**src/rtl/rsp_err_pkg.sv**
```systemverilog
package rsp_err_pkg;
   typedef enum logic [1:0] {
      KIND_RD   = 2'd0,
      KIND_WR   = 2'd1,
      KIND_MODE = 2'd2,
      KIND_ERR  = 2'd3
   } rsp_kind_e;

   localparam int STAT_SEQ_BIT = 0;
   localparam int STAT_OVF_BIT = 1;
   localparam int STAT_W       = 2;
endpackage

```
**src/rtl/rsp_seq_tracker.sv**
```systemverilog
module rsp_seq_tracker #(
   parameter int SEQ_W = 3
) (
   input  logic             clk,
   input  logic             rst_n,
   input  logic             chk_en,
   input  logic [SEQ_W-1:0] rx_seq,
   output logic             mismatch
);
   logic [SEQ_W-1:0] expect_q;

   if (SEQ_W < 1) begin : g_bad_seq
      $error("rsp_seq_tracker: SEQ_W must be at least 1");
   end

   assign mismatch = chk_en && (rx_seq != expect_q);

   // Following on from the received tag covers both the in-order
   // advance and the resynchronisation after a gap.
   always_ff @(posedge clk) begin
      if (!rst_n)
         expect_q <= '0;
      else if (chk_en)
         expect_q <= rx_seq + 1'b1;
   end
endmodule

```
**src/rtl/rsp_err_fifo.sv**
```systemverilog
module rsp_err_fifo #(
   parameter int ENTRY_W = 10,
   parameter int DEPTH   = 4
) (
   input  logic               clk,
   input  logic               rst_n,
   input  logic               push,
   input  logic [ENTRY_W-1:0] wdata,
   input  logic               pop,
   output logic [ENTRY_W-1:0] head,
   output logic               full,
   output logic               empty
);
   localparam int PW = (DEPTH > 1) ? $clog2(DEPTH) : 1;
   localparam int CW = $clog2(DEPTH + 1);
   localparam bit POW2 = (DEPTH == (1 << PW));

   if (DEPTH < 2) begin : g_bad_depth
      $error("rsp_err_fifo: DEPTH must be at least 2");
   end
   if (ENTRY_W < 1) begin : g_bad_width
      $error("rsp_err_fifo: ENTRY_W must be at least 1");
   end

   logic [ENTRY_W-1:0] mem [DEPTH];
   logic [PW-1:0]      wr_ptr, rd_ptr, wr_nxt, rd_nxt;
   logic [CW-1:0]      count;
   logic               do_push, do_pop;

   assign full    = (count == CW'(DEPTH));
   assign empty   = (count == '0);
   assign do_push = push && !full;
   assign do_pop  = pop && !empty;
   assign head    = mem[rd_ptr];

   if (POW2) begin : g_wrap_natural
      assign wr_nxt = wr_ptr + 1'b1;
      assign rd_nxt = rd_ptr + 1'b1;
   end else begin : g_wrap_compare
      assign wr_nxt = (wr_ptr == PW'(DEPTH - 1)) ? '0 : wr_ptr + 1'b1;
      assign rd_nxt = (rd_ptr == PW'(DEPTH - 1)) ? '0 : rd_ptr + 1'b1;
   end

   always_ff @(posedge clk) begin
      if (do_push)
         mem[wr_ptr] <= wdata;
   end

   always_ff @(posedge clk) begin
      if (!rst_n) begin
         wr_ptr <= '0;
         rd_ptr <= '0;
         count  <= '0;
      end else begin
         if (do_push) wr_ptr <= wr_nxt;
         if (do_pop)  rd_ptr <= rd_nxt;
         case ({do_push, do_pop})
            2'b10:   count <= count + 1'b1;
            2'b01:   count <= count - 1'b1;
            default: count <= count;
         endcase
      end
   end
endmodule

```
**src/rtl/rsp_irq_regs.sv**
```systemverilog
module rsp_irq_regs #(
   parameter int N = 2
) (
   input  logic         clk,
   input  logic         rst_n,
   input  logic [N-1:0] set,
   input  logic         clr_en,
   input  logic [N-1:0] clr_mask,
   input  logic [N-1:0] enable,
   output logic [N-1:0] status,
   output logic         irq
);
   logic [N-1:0] status_q;
   logic [N-1:0] clr_eff;

   assign clr_eff = clr_en ? clr_mask : '0;

   for (genvar i = 0; i < N; i++) begin : g_bit
      always_ff @(posedge clk) begin
         if (!rst_n)
            status_q[i] <= 1'b0;
         else if (set[i])
            status_q[i] <= 1'b1;
         else if (clr_eff[i])
            status_q[i] <= 1'b0;
      end
   end

   assign status = status_q;
   assign irq    = |(status_q & enable);
endmodule

```
**src/rtl/rsp_err_router.sv**
```systemverilog
module rsp_err_router
   import rsp_err_pkg::*;
#(
   parameter int DATA_W     = 32,
   parameter int ESTAT_W    = 7,
   parameter int CUBE_W     = 3,
   parameter int SEQ_W      = 3,
   parameter int FIFO_DEPTH = 4
) (
   input  logic                         clk,
   input  logic                         rst_n,
   input  logic                         in_valid,
   output logic                         in_ready,
   input  logic [1:0]                   in_kind,
   input  logic [ESTAT_W-1:0]           in_errstat,
   input  logic [CUBE_W-1:0]            in_cube,
   input  logic [SEQ_W-1:0]             in_seq,
   input  logic [DATA_W-1:0]            in_payload,
   output logic                         out_valid,
   input  logic                         out_ready,
   output logic [1:0]                   out_kind,
   output logic [DATA_W-1:0]            out_payload,
   output logic                         out_err,
   input  logic                         errq_pop,
   output logic [ESTAT_W+CUBE_W:0]      errq_rdata,
   input  logic                         irq_wr_en,
   input  logic [STAT_W-1:0]            irq_wr_data,
   input  logic [STAT_W-1:0]            irq_enable,
   output logic [STAT_W-1:0]            irq_status,
   output logic                         irq
);
   localparam int ENTRY_W = ESTAT_W + CUBE_W;

   if (DATA_W < 1) begin : g_bad_data
      $error("rsp_err_router: DATA_W must be at least 1");
   end
   if (ESTAT_W < 1 || CUBE_W < 1) begin : g_bad_fields
      $error("rsp_err_router: field widths must be at least 1");
   end

   logic               divert, fwd_space, accept;
   logic               q_full, q_empty, seq_bad;
   logic [ENTRY_W-1:0] q_head;
   logic [STAT_W-1:0]  stat_set;

   logic               ov_q, oerr_q;
   logic [1:0]         okind_q;
   logic [DATA_W-1:0]  opay_q;

   assign divert    = (in_kind == KIND_ERR) && (in_errstat != '0);
   assign fwd_space = !ov_q || out_ready;
   assign in_ready  = divert ? 1'b1 : fwd_space;
   assign accept    = in_valid && in_ready;

   always_ff @(posedge clk) begin
      if (!rst_n) begin
         ov_q    <= 1'b0;
         oerr_q  <= 1'b0;
         okind_q <= '0;
         opay_q  <= '0;
      end else if (accept && !divert) begin
         ov_q    <= 1'b1;
         oerr_q  <= (in_errstat != '0);
         okind_q <= in_kind;
         opay_q  <= in_payload;
      end else if (out_ready) begin
         ov_q    <= 1'b0;
      end
   end

   assign out_valid   = ov_q;
   assign out_err     = oerr_q;
   assign out_kind    = okind_q;
   assign out_payload = opay_q;

   rsp_err_fifo #(
      .ENTRY_W (ENTRY_W),
      .DEPTH   (FIFO_DEPTH)
   ) u_fifo (
      .clk   (clk),
      .rst_n (rst_n),
      .push  (accept && divert),
      .wdata ({in_cube, in_errstat}),
      .pop   (errq_pop),
      .head  (q_head),
      .full  (q_full),
      .empty (q_empty)
   );

   assign errq_rdata = q_empty ? '0 : {1'b1, q_head};

   rsp_seq_tracker #(
      .SEQ_W (SEQ_W)
   ) u_seq (
      .clk      (clk),
      .rst_n    (rst_n),
      .chk_en   (accept),
      .rx_seq   (in_seq),
      .mismatch (seq_bad)
   );

   always_comb begin
      stat_set               = '0;
      stat_set[STAT_SEQ_BIT] = seq_bad;
      stat_set[STAT_OVF_BIT] = accept && divert && q_full;
   end

   rsp_irq_regs #(
      .N (STAT_W)
   ) u_irq (
      .clk      (clk),
      .rst_n    (rst_n),
      .set      (stat_set),
      .clr_en   (irq_wr_en),
      .clr_mask (irq_wr_data),
      .enable   (irq_enable),
      .status   (irq_status),
      .irq      (irq)
   );
endmodule

```
**config.mk**
```make
export PLATFORM = sky130hd
export DESIGN_NAME = rsp_err_router
export DESIGN_NICKNAME = d
export VERILOG_FILES = /design/src/rtl/rsp_err_pkg.sv /design/src/rtl/rsp_seq_tracker.sv /design/src/rtl/rsp_err_fifo.sv /design/src/rtl/rsp_irq_regs.sv /design/src/rtl/rsp_err_router.sv
export SDC_FILE = /design/constraint.sdc
export NUM_CORES = 1
export LEC_CHECK = 0
export ABC_CLOCK_PERIOD_IN_PS = 2800
export CAP_MARGIN = 0
export CORE_ASPECT_RATIO = 0.5
export CORE_MARGIN = 3
export CORE_UTILIZATION = 38
export DETAILED_ROUTE_END_ITERATION = 8
export DONT_BUFFER_PORTS = 1
export HOLD_SLACK_MARGIN = 0.12
export REMOVE_ABC_BUFFERS = 1
export SYNTH_ARGS = -nofsm -noshare
export SYNTH_HDL_FRONTEND = slang
export SYNTH_SLANG_ARGS = --single-unit
export TNS_END_PERCENT = 10
```
**constraint.sdc**
```tcl
create_clock -name clk -period 2.8 [get_ports clk]
set_input_delay 0.84 -clock clk [delete_from_list [all_inputs] [get_ports clk]]
set_output_delay 0.84 -clock clk [all_outputs]
set_load 0.02 [all_outputs]
```
Yosys cells after proc, flatten, opt, wreduce, memory -nomap -nowiden
Memories as Yosys holds them, arrays and structs flattened. A register that Yosys moved wholly into a read port is not among the register bits. Index checks and enable logic that the tools add are counted.

$add $sub $neg: 5. Equality and inequality tests: 5. Muxes and demuxes: 14. Bitwise operators: 1. Reduce and logical (&&, ||, !) cells: 20.

Operators by type and width (number): 11-bit 2-to-1 mux (1); 1-bit 2-to-1 mux (9); 1-bit logical AND (8); 2-bit nonzero test (4); 7-bit nonzero test (1); 3-bit by 1-bit adder with 3-bit output, second input constant (2); 2-bit 2-to-1 mux (3); 3-bit case mux with 2 select lines (1); 2-bit by 1-bit adder with 2-bit output, second input constant (2); 2-bit equality test, second input constant (2); 1-bit zero test (4); 3-bit equality test, second input constant (1); 3-bit zero test (1); 3-bit != test (1); 3-bit by 1-bit subtractor with 3-bit output, second input constant (1); 2-bit AND (1); 2-bit by 1-bit equality test with 1-bit output, second input constant (1); 2-bit OR reduction (1); 1-bit logical OR (1).

Bits in registers: 48. RAM bits: 40. Input bits: 57. Output and inout bits: 51. Word-level logic and storage cells: 56. Memories kept: 1.

Memories: u_fifo.mem (depth 4, width 10, read ports 1, clocked after memory_dff 1, write ports 1, RTL line rsp_err_fifo.sv:25) `logic [ENTRY_W-1:0] mem [DEPTH];`.

Depth between registers and ports, before layout
Depth after elaboration: 8. Mapped depth: 9. Depth with buffers taken out: 9.

Hierarchy
Synthesis repeated with hierarchy kept, for this count alone.

Cell total of the unflattened synthesis: 371. Area total of the unflattened synthesis: 4200.3 µm².

Modules (own cells, without submodules): rsp_err_router (instances 1, cells each 240, area each 2026.9 µm², seq. area each 720.7 µm²); rsp_err_fifo (instances 1, cells each 106, area each 1933.1 µm², seq. area each 1381.3 µm²); rsp_seq_tracker (instances 1, cells each 16, area each 161.4 µm², seq. area each 60.1 µm²); rsp_irq_regs (instances 1, cells each 9, area each 78.8 µm², seq. area each 40.0 µm²).

Worst setup path after synthesis
Ideal clock, no wire load.

Kind: input port to flip-flop. From: input in_errstat[3]. To: register u_fifo.count[2]. Library setup time: 76 ps. Data arrival time: 2558 ps. Required time: 2724 ps. Path slack: 167 ps. Stages on the path: 9. Buffers on the path: 0. Cells stage by stage: nor4_4 a211oi_2 inv_1 ha_1 inv_1 fa_1 xor2_1 or3_1 a21boi_0.

Word-level cells in the longest chain between the ends: 8. Elaborated cells between the ends (all ways): 10. Those cells by class: 2 x eq/ne; 2 x mux; 6 x reduce/logical.

Ends and longest elaborated chain: start: declaration (RTL line rsp_err_router.sv:15) `input logic [ESTAT_W-1:0] in_errstat,`; 7-bit nonzero test * (RTL line rsp_err_router.sv:50) `assign divert = (in_kind == KIND_ERR) && (in_errstat != '0);`; 1-bit logical AND * (RTL line rsp_err_router.sv:50); 1-bit 2-to-1 mux (RTL line rsp_err_router.sv:52) `assign in_ready = divert ? 1'b1 : fwd_space;`; 1-bit logical AND (RTL line rsp_err_router.sv:53) `assign accept = in_valid && in_ready;`; 1-bit logical AND * (RTL line rsp_err_router.sv:82) `.push (accept && divert),`; 1-bit logical AND * (RTL line rsp_err_fifo.sv:32) `assign do_push = push && !full;`; 2-bit by 1-bit equality test with 1-bit output or 2-bit equality test (tied branches) (RTL line rsp_err_fifo.sv:57) `case ({do_push, do_pop})`; 3-bit case mux with 2 select lines or 2-bit nonzero test (tied branches); end signal: assignment (RTL line rsp_err_fifo.sv:58) `2'b10: count <= count + 1'b1;`; end signal: assignment (RTL line rsp_err_fifo.sv:59) `2'b01: count <= count - 1'b1;`; end signal: assignment (RTL line rsp_err_fifo.sv:60) `default: count <= count;`; end: declaration (RTL line rsp_err_fifo.sv:27) `logic [CW-1:0] count;`.

Every way passes the cells marked *; elsewhere a longest branch is shown, timed or not. A chain may end at the register's enable or synchronous reset.

Worst setup path after layout
From: input in_errstat[3]. To: output in_ready.

Word-level cells in the longest chain between the ends: 3.

Ends and longest elaborated chain: 7-bit nonzero test (RTL line rsp_err_router.sv:50); 1-bit logical AND (RTL line rsp_err_router.sv:50); 1-bit 2-to-1 mux (RTL line rsp_err_router.sv:52); end: declaration (RTL line rsp_err_router.sv:13) `output logic in_ready,`.

Every way passes these cells.

==> metrics.yaml <==
grt_pass1_vias: 2242
drc: 0
cap_violations: 0
rsz0062_at_grt: "false"
cp.arrival_ns: 1.69
power_mw: 3.21
worst-slew-pin-transition_ns: 0.542
vias: 2125
synth_area_leaders: "edfxtp_1, dfxtp_1, mux2i_1, nand2_1, mux4_2"
power.density_nw_per_um2: 773
drive_gt1_frac: 0.127
die_h_microns: 76.1
slew_viol_final: 0
hold_buffers: 0
viasPerCell: 4.85
coreArea_sq_um: 9130
rows: 24
io_buffers: 0
period_share: 0.902
cts_setup_buffers: 0
die_w_microns: 146
path_max_fanout: 5
clkSlewWorstSetupHoldPaths_ns: 0.06
antenna_found_initial: 0
ioPinCount: 108
crit_path_start_kind: "primary input"
cts_htree_levels: 3
start_util: 0.410
max_freq_mhz: 396
cts_sinks: 90
holdCritPathClass: "register to register"
fin_crit_ns: 2.53
fin_worst_skew_ns: 0.00419
synthCells: 301
regArea_sq_um: 2200
placed_cell_area_sq_um: 3860
cts_buffer_depth: 2
place_inst: 422
diodes: 0
synthDistinctLibCells: 34
setup_viol: 0
p_leak_nw: 1.49
drt_iter0_markers: 102
cts_buffers: 9
cts_resized: 0
synth_top_area_share: 0.321
synth_seq_cells: 90
multiInputGateArea_sq_um: 1410
slew_headroom: 0.639
grt_pass1_wl_mm: 11.5
place_congestion: 0.772
wire_per_inst_microns: 16.0
die_area_sq_um: 11100
grtUsageTotal: 0.130
ir_worst_vdd_v: 0.000459
dp_hpwl_mm: 5.02
design_area_sq_um: 4140
globalRoute.totalOverflow: 0
clkLatencyLatePin_ns: 0.34
nFillCells: 858
hold_viol: 0
nets: 367
area_growth_pct: 10.8
ant_nets: 0
syn-mean-instance-area_sq_um: 12.4
yosys.area.top_type: "edfxtp_1"
grt_max_degree: 87
path_class: "primary input to primary output"
root_buffer: "clkbuf_16"
first_pass_iters: 4
synth_area_sq_um: 3740
synth_warnings: 0
ys_seq_area_frac: 0.589
critPathCaptureType: "primary output"
fin_cells: 438
rrSetupSlack_ns: 0.66
drt_wl_total_mm: 7.02
worst_ep_required_time_ns: 1.96
outcome: "finished, final reports clean"
cts_tree: "yes"
## path summary, 6_finish.rpt
check               startpoint                end  cells after the start
max              in_errstat[3]           in_ready                      5
min          u_seq.expect_q[1]  u_seq.expect_q[1]                      2
max reg2reg    u_fifo.count[2]    u_fifo.count[2]                      9
min reg2reg  u_seq.expect_q[1]  u_seq.expect_q[1]                      2
## layer usage
layer / vias up / share of wire / GRT usage
met3: 6 / 0.080 / 0.0665
met2: 69 / 0.49 / 0.220
li1: 1047 / - / -
met5: - / 0 / 0
met1: 1003 / 0.42 / 0.145
met4: 0 / 0.0094 / 0.0394
## flip-flops by register name (all words and copies together) (netlist names), named ones only
signal,count
u_fifo.mem,40
out_payload,32
u_fifo.count,3
u_seq.expect_q,3
out_kind,2
u_fifo.rd_ptr,2
u_fifo.wr_ptr,2
u_irq.status,2
out_err,1
out_valid,1
## power by group
part / internal (mW) / switching, mW
Sequential: 1.45 / 0.101
Combinational: 0.235 / 0.305
Clock: 0.625 / 0.492
Total: 2.31 / 0.898
## cells in the final DEF (no fill, tap or decap), drive strengths merged
| cell type | instances |
|---|---|
| o21a | 1 |
| clkinv | 4 |
| xor2 | 5 |
| clkinvlp | 1 |
| o221a | 3 |
| nor3b | 1 |
| a22oi | 1 |
| nand2b | 2 |
| a21boi | 1 |
| nor3 | 1 |
| o31ai | 1 |
| xnor2 | 4 |
| and2 | 19 |
| a211oi | 1 |
| mux4 | 10 |
| clkbuf | 10 |
| inv | 7 |
| a31oi | 1 |
| mux2i | 35 |
| edfxtp | 40 |
| a22o | 1 |
| nor2b | 4 |
| nand2 | 76 |
| fa | 1 |
| ha | 6 |
| buf | 7 |
| nor4 | 1 |
| dfxtp | 50 |
| or3 | 2 |
| o21ai | 4 |
| a21oi | 3 |
| nand3 | 5 |
## logic make-up (layout without fill, tap and decap cells)
| family | after synthesis | after routing | share of synthesized area |
|---|---|---|---|
| fa+ha+maj | 7 | 7 | 0.0254 |
| xor+xnor | 9 | 9 | 0.0211 |
| buf+inv | 22 | 29 | 0.0375 |
| compound gates | 17 | 17 | 0.0338 |
| simple gates | 111 | 111 | 0.139 |
| flops | 90 | 90 | 0.589 |
| mux | 45 | 45 | 0.154 |
## worst max-delay path, cell delays in order
cell     delay, ns
nor4_4        0.33
buf_4         0.18
nand2_2       0.08
nand3_1       0.11
nand2_1       0.15
## Yosys cell counts
cell	n
a21oi_1	3
o21a_1	1
mux2i_1	35
nor3_2	1
xor2_1	5
and2_1	19
a22o_1	1
clkbuf_1	9
nor2b_1	4
buf_6	1
buf_2	1
fa_1	1
a211oi_2	1
nand2b_1	2
nand2_1	75
dfxtp_1	50
o221a_2	3
o21ai_0	4
inv_1	6
edfxtp_1	40
mux4_2	10
nand2_2	1
a21boi_0	1
buf_1	2
a22oi_1	1
nor3b_1	1
or3_1	2
xnor2_1	4
buf_12	3
o31ai_1	1
nor4_4	1
a31oi_1	1
ha_1	6
nand3_1	5
## final cells by class
| class | count | area share |
|---|---|---|
| clock buffer | 10 | 0.0577 |
| clock inverter | 6 | 0.00996 |
| inverter | 6 | 0.00543 |
| multi-input combinational | 189 | 0.341 |
| sequential | 90 | 0.531 |
| tap | 130 | 0.0393 |
| timing repair buffer | 7 | 0.0157 |
## metrics by stage
step | TNS [ns] | setup WS (ns) | utilization | hold slack (ns)
5_1_grt | 0 | 0.228 | 0.454 | 0.503
6_report | 0 | 0.274 | 0.454 | 0.485
4_1_cts | 0 | 0.249 | 0.454 | 0.492
3_3_place_gp | 0 | 0.172 | 0.423 | 0.460
3_5_place_dp | 0 | 0.117 | 0.423 | 0.483
2_1_floorplan | -48.06 | -1.56 | - | 0.450
Power figures use the tool's default switching activity.
